File: src/rtl/gpio_edge_pkg.sv
package gpio_edge_pkg;
   // number of DATA_W words needed to hold one bit per pin
   function automatic int words_for(input int pins, input int data_w);
      return (pins + data_w - 1) / data_w;
   endfunction

   // implemented bit count of word w
   function automatic int word_bits(input int pins, input int data_w, input int w);
      int rest;
      rest = pins - w * data_w;
      return (rest < data_w) ? rest : data_w;
   endfunction
endpackage

File: src/rtl/gei_sync_edge.sv
module gei_sync_edge #(
   parameter int NUM_PINS    = 90,
   parameter int SYNC_STAGES = 2
) (
   input  logic                clk,
   input  logic                rst_n,
   input  logic [NUM_PINS-1:0] pins_i,
   output logic [NUM_PINS-1:0] rise_o,
   output logic [NUM_PINS-1:0] fall_o
);
   logic [NUM_PINS-1:0] stg_q [SYNC_STAGES];
   logic [NUM_PINS-1:0] prev_q;
   logic [NUM_PINS-1:0] cur;

   if (SYNC_STAGES < 2) begin : g_bad_sync
      $error("SYNC_STAGES must be at least 2");
   end

   always_ff @(posedge clk or negedge rst_n) begin
      if (!rst_n) begin
         for (int i = 0; i < SYNC_STAGES; i++) stg_q[i] <= '0;
         prev_q <= '0;
      end else begin
         stg_q[0] <= pins_i;
         for (int i = 1; i < SYNC_STAGES; i++) stg_q[i] <= stg_q[i-1];
         prev_q <= stg_q[SYNC_STAGES-1];
      end
   end

   assign cur    = stg_q[SYNC_STAGES-1];
   assign rise_o = cur & ~prev_q;
   assign fall_o = ~cur & prev_q;
endmodule

File: src/rtl/gei_regfile.sv
module gei_regfile
   import gpio_edge_pkg::*;
#(
   parameter int NUM_PINS = 90,
   parameter int DATA_W   = 32,
   parameter int ADDR_W   = 4
) (
   input  logic                clk,
   input  logic                rst_n,
   input  logic                reg_valid_i,
   input  logic                reg_write_i,
   input  logic [ADDR_W-1:0]   reg_addr_i,
   input  logic [DATA_W-1:0]   reg_wdata_i,
   output logic [DATA_W-1:0]   reg_rdata_o,
   input  logic [NUM_PINS-1:0] status_i,
   output logic [NUM_PINS-1:0] rise_en_o,
   output logic [NUM_PINS-1:0] fall_en_o,
   output logic [NUM_PINS-1:0] clr_o
);
   localparam int NUM_WORDS = words_for(NUM_PINS, DATA_W);
   localparam int PAD_W     = NUM_WORDS * DATA_W;
   localparam int RISE_BASE = 0;
   localparam int FALL_BASE = NUM_WORDS;
   localparam int STAT_BASE = 2 * NUM_WORDS;

   logic              wr_go;
   logic [PAD_W-1:0]  rise_pad, fall_pad, stat_pad;

   assign wr_go = reg_valid_i & reg_write_i;

   for (genvar w = 0; w < NUM_WORDS; w++) begin : g_word
      localparam int LO  = w * DATA_W;
      localparam int WID = word_bits(NUM_PINS, DATA_W, w);
      logic hit_rise, hit_fall, hit_stat;

      assign hit_rise = wr_go && (reg_addr_i == ADDR_W'(RISE_BASE + w));
      assign hit_fall = wr_go && (reg_addr_i == ADDR_W'(FALL_BASE + w));
      assign hit_stat = wr_go && (reg_addr_i == ADDR_W'(STAT_BASE + w));

      always_ff @(posedge clk or negedge rst_n) begin
         if (!rst_n) begin
            rise_en_o[LO +: WID] <= '0;
            fall_en_o[LO +: WID] <= '0;
         end else begin
            if (hit_rise) rise_en_o[LO +: WID] <= reg_wdata_i[WID-1:0];
            if (hit_fall) fall_en_o[LO +: WID] <= reg_wdata_i[WID-1:0];
         end
      end

      assign clr_o[LO +: WID] = hit_stat ? reg_wdata_i[WID-1:0] : '0;
   end

   assign rise_pad = PAD_W'(rise_en_o);
   assign fall_pad = PAD_W'(fall_en_o);
   assign stat_pad = PAD_W'(status_i);

   always_comb begin
      reg_rdata_o = '0;
      for (int i = 0; i < NUM_WORDS; i++) begin
         if (reg_addr_i == ADDR_W'(RISE_BASE + i)) reg_rdata_o = rise_pad[i*DATA_W +: DATA_W];
         if (reg_addr_i == ADDR_W'(FALL_BASE + i)) reg_rdata_o = fall_pad[i*DATA_W +: DATA_W];
         if (reg_addr_i == ADDR_W'(STAT_BASE + i)) reg_rdata_o = stat_pad[i*DATA_W +: DATA_W];
      end
   end
endmodule

File: src/rtl/gei_status.sv
module gei_status #(
   parameter int NUM_PINS = 90
) (
   input  logic                clk,
   input  logic                rst_n,
   input  logic [NUM_PINS-1:0] rise_i,
   input  logic [NUM_PINS-1:0] fall_i,
   input  logic [NUM_PINS-1:0] rise_en_i,
   input  logic [NUM_PINS-1:0] fall_en_i,
   input  logic [NUM_PINS-1:0] clr_i,
   output logic [NUM_PINS-1:0] status_o
);
   logic [NUM_PINS-1:0] set_vec;

   assign set_vec = (rise_i & rise_en_i) | (fall_i & fall_en_i);

   // set has priority over a same-cycle clear
   always_ff @(posedge clk or negedge rst_n) begin
      if (!rst_n) status_o <= '0;
      else        status_o <= (status_o & ~clr_i) | set_vec;
   end

   // bits not cleared stay set
   a_r3_sticky: assert property (@(posedge clk) disable iff (!rst_n)
      1'b1 |=> (($past(status_o) & ~$past(clr_i) & ~status_o) == '0));

   // an enabled edge always lands, clear or not
   a_r5_set_wins: assert property (@(posedge clk) disable iff (!rst_n)
      1'b1 |=> (($past(set_vec) & ~status_o) == '0));

   // no bit rises without a matching enabled edge
   a_r2_no_spurious: assert property (@(posedge clk) disable iff (!rst_n)
      1'b1 |=> ((status_o & ~$past(status_o) & ~$past(set_vec)) == '0));
endmodule

File: src/rtl/gpio_edge_irq.sv
module gpio_edge_irq #(
   parameter int NUM_PINS    = 90,
   parameter int DATA_W      = 32,
   parameter int ADDR_W      = 4,
   parameter int SYNC_STAGES = 2
) (
   input  logic                clk,
   input  logic                rst_n,
   input  logic [NUM_PINS-1:0] pins_i,
   input  logic                reg_valid_i,
   input  logic                reg_write_i,
   input  logic [ADDR_W-1:0]   reg_addr_i,
   input  logic [DATA_W-1:0]   reg_wdata_i,
   output logic [DATA_W-1:0]   reg_rdata_o,
   output logic                irq_pin0_o,
   output logic                irq_pin1_o,
   output logic                irq_shared_o
);
   localparam int NUM_WORDS = gpio_edge_pkg::words_for(NUM_PINS, DATA_W);

   if (NUM_PINS < 3) begin : g_bad_pins
      $error("NUM_PINS must be at least 3");
   end
   if (3 * NUM_WORDS > (1 << ADDR_W)) begin : g_bad_addr
      $error("ADDR_W too narrow for the register map");
   end

   logic [NUM_PINS-1:0] rise, fall, rise_en, fall_en, clr, status;

   gei_sync_edge #(.NUM_PINS(NUM_PINS), .SYNC_STAGES(SYNC_STAGES)) u_sync (
      .clk(clk), .rst_n(rst_n), .pins_i(pins_i), .rise_o(rise), .fall_o(fall)
   );

   gei_regfile #(.NUM_PINS(NUM_PINS), .DATA_W(DATA_W), .ADDR_W(ADDR_W)) u_regs (
      .clk(clk), .rst_n(rst_n),
      .reg_valid_i(reg_valid_i), .reg_write_i(reg_write_i),
      .reg_addr_i(reg_addr_i), .reg_wdata_i(reg_wdata_i), .reg_rdata_o(reg_rdata_o),
      .status_i(status), .rise_en_o(rise_en), .fall_en_o(fall_en), .clr_o(clr)
   );

   gei_status #(.NUM_PINS(NUM_PINS)) u_status (
      .clk(clk), .rst_n(rst_n), .rise_i(rise), .fall_i(fall),
      .rise_en_i(rise_en), .fall_en_i(fall_en), .clr_i(clr), .status_o(status)
   );

   assign irq_pin0_o   = status[0];
   assign irq_pin1_o   = status[1];
   assign irq_shared_o = |status[NUM_PINS-1:2];

   // the pin 0 line only rises after a detected edge on pin 0
   a_r6_pin0_cause: assert property (@(posedge clk) disable iff (!rst_n)
      $rose(irq_pin0_o) |-> $past(rise[0] | fall[0]));

   // the shared line only drops after a register write
   a_r7_shared_drop: assert property (@(posedge clk) disable iff (!rst_n)
      $fell(irq_shared_o) |-> $past(reg_valid_i & reg_write_i));
endmodule

File: config.mk
export PLATFORM = sky130hd
export DESIGN_NAME = gpio_edge_irq
export DESIGN_NICKNAME = d
export VERILOG_FILES = /design/src/rtl/gpio_edge_pkg.sv /design/src/rtl/gei_sync_edge.sv /design/src/rtl/gei_regfile.sv /design/src/rtl/gei_status.sv /design/src/rtl/gpio_edge_irq.sv
export SDC_FILE = /design/constraint.sdc
export NUM_CORES = 1
export LEC_CHECK = 0
export BUFFER_PORTS_ARGS = -buffer_cell sky130_fd_sc_hd__buf_2
export CAP_MARGIN = 5
export CORE_UTILIZATION = 54
export DETAILED_ROUTE_END_ITERATION = 10
export GPL_TIMING_DRIVEN = 0
export MAX_ROUTING_LAYER = met4
export PLACE_DENSITY = 0.76
export SLEW_MARGIN = 10
export SYNTH_ARGS = -nofsm -noshare
export SYNTH_HDL_FRONTEND = slang
export SYNTH_SLANG_ARGS = --single-unit
File: constraint.sdc
create_clock -name clk -period 1.4 [get_ports clk]
set_input_delay 0.14 -clock clk [delete_from_list [all_inputs] [get_ports clk]]
set_output_delay 0.14 -clock clk [all_outputs]
set_load 0.005 [all_outputs]
==> flow_summary.yaml, run 1 <==
finish:
  nets: 2205
  design_area_um2: 27630
  drive_above_1_share: 0.3229
  area_growth_pct: 28.37
  layout.cells.most_common: "dfrtp_1"
  mostFrequentLayoutCells: "531 x dfrtp_1, 175 x buf_2, 141 x nand2_1, 131 x mux2_2, 123 x dlygate4sd3_1"
  post-route-util: 0.7084
synthesis:
  avgSynthCellArea_um2: 12.94
  seq_area_frac_synth: 0.6278
  ys.flop_type: "dfrtp_1"
  synth-async-reset-ratio: 1.000
  synth_warnings: 0
  syn_nets: 1793
  synth-seq-cells: 540
  synth_edf_count: 0
  synth.distinct_cells: 59
  syn_inst: 1663
  netlist_area_um2: 21530
critical_path:
  crit_path_frequent_cell: "nand4_1"
  slowest_stage: "dfrtp_1"
  critPathMaxStageDelay_ps: 460
  cp.required_ps: 1260
  path_cells: "nor4_2 -> nand4_1 -> nor4_1 -> nand4_1 -> buf_2"
  path_class: "reg2out"
  r2r_cells: 3
  startpoint_type: "flip-flop"
  worstPathArrival_ps: 2400
  crit_end: "irq_shared_o"
  reg2reg_slack_ps: 360
  critPathCaptureType: "output port"
  r2r_start: "u_regs.fall_en_o[27]$_DFFE_PN0P_"
  critPathLaunch: "u_status.status_o[36]$_DFF_PN0_"
  path_max_fanout: 4
  r2r-end: "u_regs.fall_en_o[27]$_DFFE_PN0P_"
routing:
  vias_per_cell: 6.372
  drt-total-wl_um: 69190
  wl_per_cell_um: 26.24
  first_pass_iters: 6
  drc: 0
  vias: 16803
  ant_nets: 0
  initialDrtViolationCount: 2201
sta:
  setup_ws_ps: -1139
  period_minus_slack_ps: 2539
  rsz0062_at_grt: "yes"
  tightest_slew_ps: 910.0
  skew_ps: 28.99
  maxSlewViolCount: 0
  setup_viol_count_final: 40
  hold_ws_ps: -486.2
  slew_headroom: 0.3933
  tns_ps: -20440
  post-route-period-util: 1.814
  max_freq_ghz: 0.3939
  hold_viol_final: 90
clocking:
  clk_latency_ps: 620
  holdBufCountCts: 123
  cts_buffer_depth: 3
  cts_root_buf: "clkbuf_16"
  path_clk_slew_ps: 60
  htreeDepth: 2
  cts.sinks: 540
  cts_made_buffers: 55
  cts_tree: "built"
floorplanning:
  row_count: 72
  ios: 165
  dieArea_um2: 40660
  start_util: 0.5518
  die_y_um: 201.7
  core_area_um2: 39010
  fp.dieW_um: 201.7
placed_design:
  place_hpwl_um: 42760
  portBuffers: 162
  dpl-instance-area_um2: 23350
  gp_congestion: 0.9665
run:
  maxCapViolCount: 0
grt:
  grt_pass1_vias: 17461
  grt_max_degree: 116
  grt-ovfl-total: 0
  grt.total_usage: 0.3536
  antenna_found_initial: 4
  grt_pass1_wl_um: 103600
pwr:
  leakage_nw: 11.84
  peakVddDrop_uv: 1259
  powerDensity_nw_per_um2: 1407
worst_hold_path:
  hold_path_class: "in2async"
status:
  outcome: "complete, but fails checks"
  violations: "negative hold slack, negative setup slack"
## cell usage after synthesis (all sizes together) (25+ instances only)
| master | instances | share of area |
|---|---|---|
| a22o | 26 | 0.011 |
| a22oi | 35 | 0.012 |
| buf | 55 | 0.017 |
| clkbuf | 36 | 0.0063 |
| dfrtp | 540 | 0.63 |
| inv | 34 | 0.0059 |
| mux2 | 180 | 0.098 |
| nand2 | 151 | 0.027 |
| nand3b | 108 | 0.038 |
| nor2 | 25 | 0.0059 |
| nor3b | 26 | 0.0093 |
| o211ai | 107 | 0.037 |
| o21ai | 111 | 0.026 |
## area by class of cell
cell class	count	area (um^2)
Inverter	34	127.6
Clock buffer	78	1623
Buffer	89	732.0
Antenna cell	4	10.01
Clock inverter	19	212.7
Sequential cell	540	13520
Timing Repair Buffer	357	2764
Fill cell	2602	11370
Multi-Input combinational cell	998	7991
Tap cell	518	648.1
## registers in the layout, summed over array words and instances (netlist names)
name	cells
u_status.status_o	90
u_sync.stg_q	90
u_sync.cur	90
u_sync.prev_q	90
u_regs.rise_en_o	90
u_regs.fall_en_o	90
## timing repair
item / CTS / global route
buffers inserted: 40 / 27
endpoints found under the setup margin: 84 / 84
resized for setup: 133 / 56
pin swaps: 44 / 29
gates cloned: 0 / 1
hold endpoints to repair: 426 / 84
## report_power, final
part,internal (W),switching (W)
registers,0.0173,0.00163
clock network,0.00877,0.00619
logic,0.00262,0.00234
## logic make-up after synthesis
| family | synth area share |
|---|---|
| AOI/OAI and AO/OA | 0.1368 |
| buffers and inverters | 0.02930 |
| DFF | 0.6278 |
| muxes | 0.09765 |
| and+or+nand+nor | 0.1085 |
## per-stage QoR
stage	worst slack [ps]	std cells	hold slack, ps	power, W
2_1_floorplan	-76.32	1663	-155.6	0.02097
3_3_place_gp	-10310	2343	247.3	0.02266
3_5_place_dp	-1158	2348	177.5	0.02296
4_1_cts	-1083	2608	-455.9	0.03853
5_1_grt	-1093	2637	-422.5	0.04014
6_report	-1139	2637	-486.2	0.03888
## worst max-delay path, delay by kind of cell (launching register included)
| kind | cells | cell delay (ps) |
|---|---|---|
| flip-flops | 1 | 460 |
| buffers and inverters | 1 | 220 |
| AND/OR/NAND/NOR | 4 | 1120 |
## per-layer routing
layer  part of all wire  global-route usage  routed length [um]
met1               0.39              0.4500               26650
met2               0.45              0.5182               31350
met3              0.099             0.08001                6872
met4              0.062              0.2148                4321
met5                  0                   -                   0
## worst min-delay path by stage
| stage | depth (start not counted) | endpoint | startpoint |
|---|---|---|---|
| 5_1_grt | 1 | u_sync.stg_q[93]$_DFF_PN0_ | rst_n |
| 3_5_place_dp | 1 | u_sync.stg_q[93]$_DFF_PN0_ | rst_n |
| 3_3_place_gp | 1 | u_sync.stg_q[158]$_DFF_PN0_ | pins_i[68] |
| 4_1_cts | 1 | u_regs.fall_en_o[36]$_DFFE_PN0P_ | rst_n |
| 2_1_floorplan | 0 | u_regs.fall_en_o[0]$_DFFE_PN0P_ | rst_n |
| 6_report | 1 | u_sync.stg_q[93]$_DFF_PN0_ | rst_n |
(Power assumes the default switching activity.)
==> run 2, diff against run 1 <==
--- a/config.mk
+++ b/config.mk
@@ -5,7 +5,7 @@
 export SDC_FILE = /design/constraint.sdc
 export NUM_CORES = 1
 export LEC_CHECK = 0
-export BUFFER_PORTS_ARGS = -buffer_cell sky130_fd_sc_hd__buf_2
+export BUFFER_PORTS_ARGS = -buffer_cell sky130_fd_sc_hd__clkbuf_2
 export CAP_MARGIN = 5
 export CORE_UTILIZATION = 54
 export DETAILED_ROUTE_END_ITERATION = 10
==> run 2 against run 1 <==
- the flow still finishes with violations (negative hold slack, negative setup slack)
- clock power down 4%
- clock-buffer cell count rose by 3
- worst hold slack worse by 24 ps
- die area stayed put
- core utilization shrank 0.16 points
- routed wire length decreased by 1.3%
- via count is essentially flat
- sequential power hardly changed
- sequential share of layout area increased by 0.11 points
- design area fell by 0.22%
- critical path type unchanged
- critical endpoint unchanged
- highest routed layer unchanged
==> flow_summary.yaml, run 2 (same netlist as run 1, synthesis figures left out) <==
clocking:
  cts_buffer_depth: 3
  path_clk_slew_ps: 60
  htreeDepth: 2
  cts_tree: "built"
  clk_latency_ps: 620
  cts.sinks: 540
  cts_root_buf: "clkbuf_16"
  cts_made_buffers: 53
critical_path:
  cp.required_ps: 1260
  r2r-end: "u_regs.rise_en_o[56]$_DFFE_PN0P_"
  r2r_cells: 3
  critPathCaptureType: "output port"
  path_cells: "nor4_4 -> nand4_1 -> nor4_1 -> nand4_1 -> clkbuf_2"
  r2r_start: "u_regs.rise_en_o[56]$_DFFE_PN0P_"
  path_max_fanout: 3
  path_buf_inv: 1
  startpoint_type: "flip-flop"
  path_class: "reg2out"
  worstPathArrival_ps: 2360
  slowest_stage: "dfrtp_2"
  critPathTopFamily: "simple AND/OR/NAND/NOR gates"
  crit_path_frequent_cell: "nand4_1"
  reg2reg_slack_ps: 360
  critPathMaxStageDelay_ps: 480
pwr:
  internal-power_w: 0.02820
  share_comb_of_total_power: 0.128
  sw_frac_of_total: 0.2625
  switchingPower_w: 0.01004
  powerDensity_nw_per_um2: 1387
  clkPwrFrac: 0.375
  pwr-share-seq: 0.496
  peakVddDrop_uv: 1187
  leakage_nw: 11.82
  finalPower_w: 0.03824
floorplanning:
  fp.dieW_um: 201.7
  die_y_um: 201.7
  ios: 165
  row_count: 72
  core_area_um2: 39010
  start_util: 0.5518
  dieArea_um2: 40660
sta:
  rsz0062_at_grt: "yes"
  hold_viol_final: 195
  period_minus_slack_ps: 2495
  maxSlewViolCount: 0
  max_freq_ghz: 0.4008
  hold_ws_ps: -509.8
  post-route-period-util: 1.782
  setup_ws_ps: -1095
  tightest_slew_ps: 880.8
  setup_viol_count_final: 39
  skew_ps: 20.43
  slew_headroom: 0.4128
finish:
  layout.cells.most_common: "dfrtp_1"
  mostFrequentLayoutCells: "530 x dfrtp_1, 154 x clkbuf_2, 141 x nand2_1, 131 x mux2_2, 123 x dlygate4sd3_1"
  multi_input_area_um2: 8065
  nets: 2196
  n_fill_cell: 2646
  drive_above_1_share: 0.3223
  area_growth_pct: 28.09
  regArea_um2: 13530
grt:
  grt-ovfl-total: 0
  antenna_found_initial: 2
  grt_pass1_wl_um: 102200
  grt_pass1_vias: 17181
  grt.total_usage: 0.3478
  grt_max_degree: 107
placed_design:
  gp_congestion: 0.9626
  place_hpwl_um: 42740
  portBuffers: 162
  dp_slack_ps: -1187
routing:
  drc: 0
  first_pass_iters: 6
  vias_per_cell: 6.400
  vias: 16813
  drt-total-wl_um: 68320
  initialDrtViolationCount: 2075
  ant_nets: 0
  wl_per_cell_um: 26.01
run:
  maxCapViolCount: 0
status:
  outcome: "complete, but fails checks"
  violations: "negative hold slack, negative setup slack"
worst_hold_path:
  hold_path_class: "in2async"
[run 2: cell types whose count changed in the layout (fill, tap and decap cells not counted), sizes merged, moves of 2 or more]
cell and change:
buf -157, bufinv -2, clkbuf +151, clkinv -2, diode -2, dlymetal6s4s +2
[run 2: worst max path at each step]
stage	startpoint	to	slack [ps]	depth (start not counted)
floorplan	reg_addr_i[3]	u_regs.fall_en_o[69]$_DFFE_PN0P_	-80	7
global placement	rst_n	u_sync.cur[82]$_DFF_PN0_	-11620	1
detailed placement	reg_addr_i[2]	reg_rdata_o[23]	-1190	7
CTS	u_status.status_o[89]$_DFF_PN0_	irq_shared_o	-1060	5
global route	u_status.status_o[88]$_DFF_PN0_	irq_shared_o	-1070	5
finish	u_status.status_o[54]$_DFF_PN0_	irq_shared_o	-1100	5
[run 2: layout make-up]
class                   count  area share
clock inverters            15    0.005309
clock buffers              81     0.05850
plain buffers              89     0.02646
flip-flops and latches    540      0.4906
diodes                      2   0.0001815
multi-input cells         998      0.2925
well taps                 518     0.02351
repair buffers            350     0.09834
inverters                  34    0.004629
[run 2: power groups by stage]
stage | clock (W) | sequential, W | combinational [W]
after floorplan | 0 | 0.0185 | 0.00251
after global placement | 0 | 0.0190 | 0.00364
after CTS | 0.0145 | 0.0189 | 0.00460
after detailed placement | 0 | 0.0191 | 0.00385
final | 0.0144 | 0.0190 | 0.00490
after global routing | 0.0151 | 0.0191 | 0.00526
[run 2: routing by layer]
layer  vias up  global-route usage  part of all wire
met5         -                   -                 0
met4         0              0.1948             0.066
met3       322             0.06770              0.10
met2      1095              0.5196              0.45
met1      8434              0.4482              0.38
li1       6962                   -                 -
[run 2: metrics by stage]
stage          setup TNS [ps]  cells  instance area [um^2]  hold WS (ps)    util
2_1_floorplan           -4175   1663                 21750        -155.6       -
3_3_place_gp         -6383560   2343                 23200         247.9  0.5949
3_5_place_dp          -219180   2348                 23350         134.8  0.5986
4_1_cts                -20000   2604                 27180        -504.2  0.6968
5_1_grt                -23980   2627                 27570        -485.1  0.7068
6_report               -20560   2627                 27570        -509.8  0.7068
[run 2: timing repair]
item	CTS	global route
resized for setup	140	82
endpoints found under the hold margin	460	66
endpoints found under the setup margin	86	218
cloned	0	1
hold buffers	124	1
pin swaps	51	27
buffers inserted	36	21
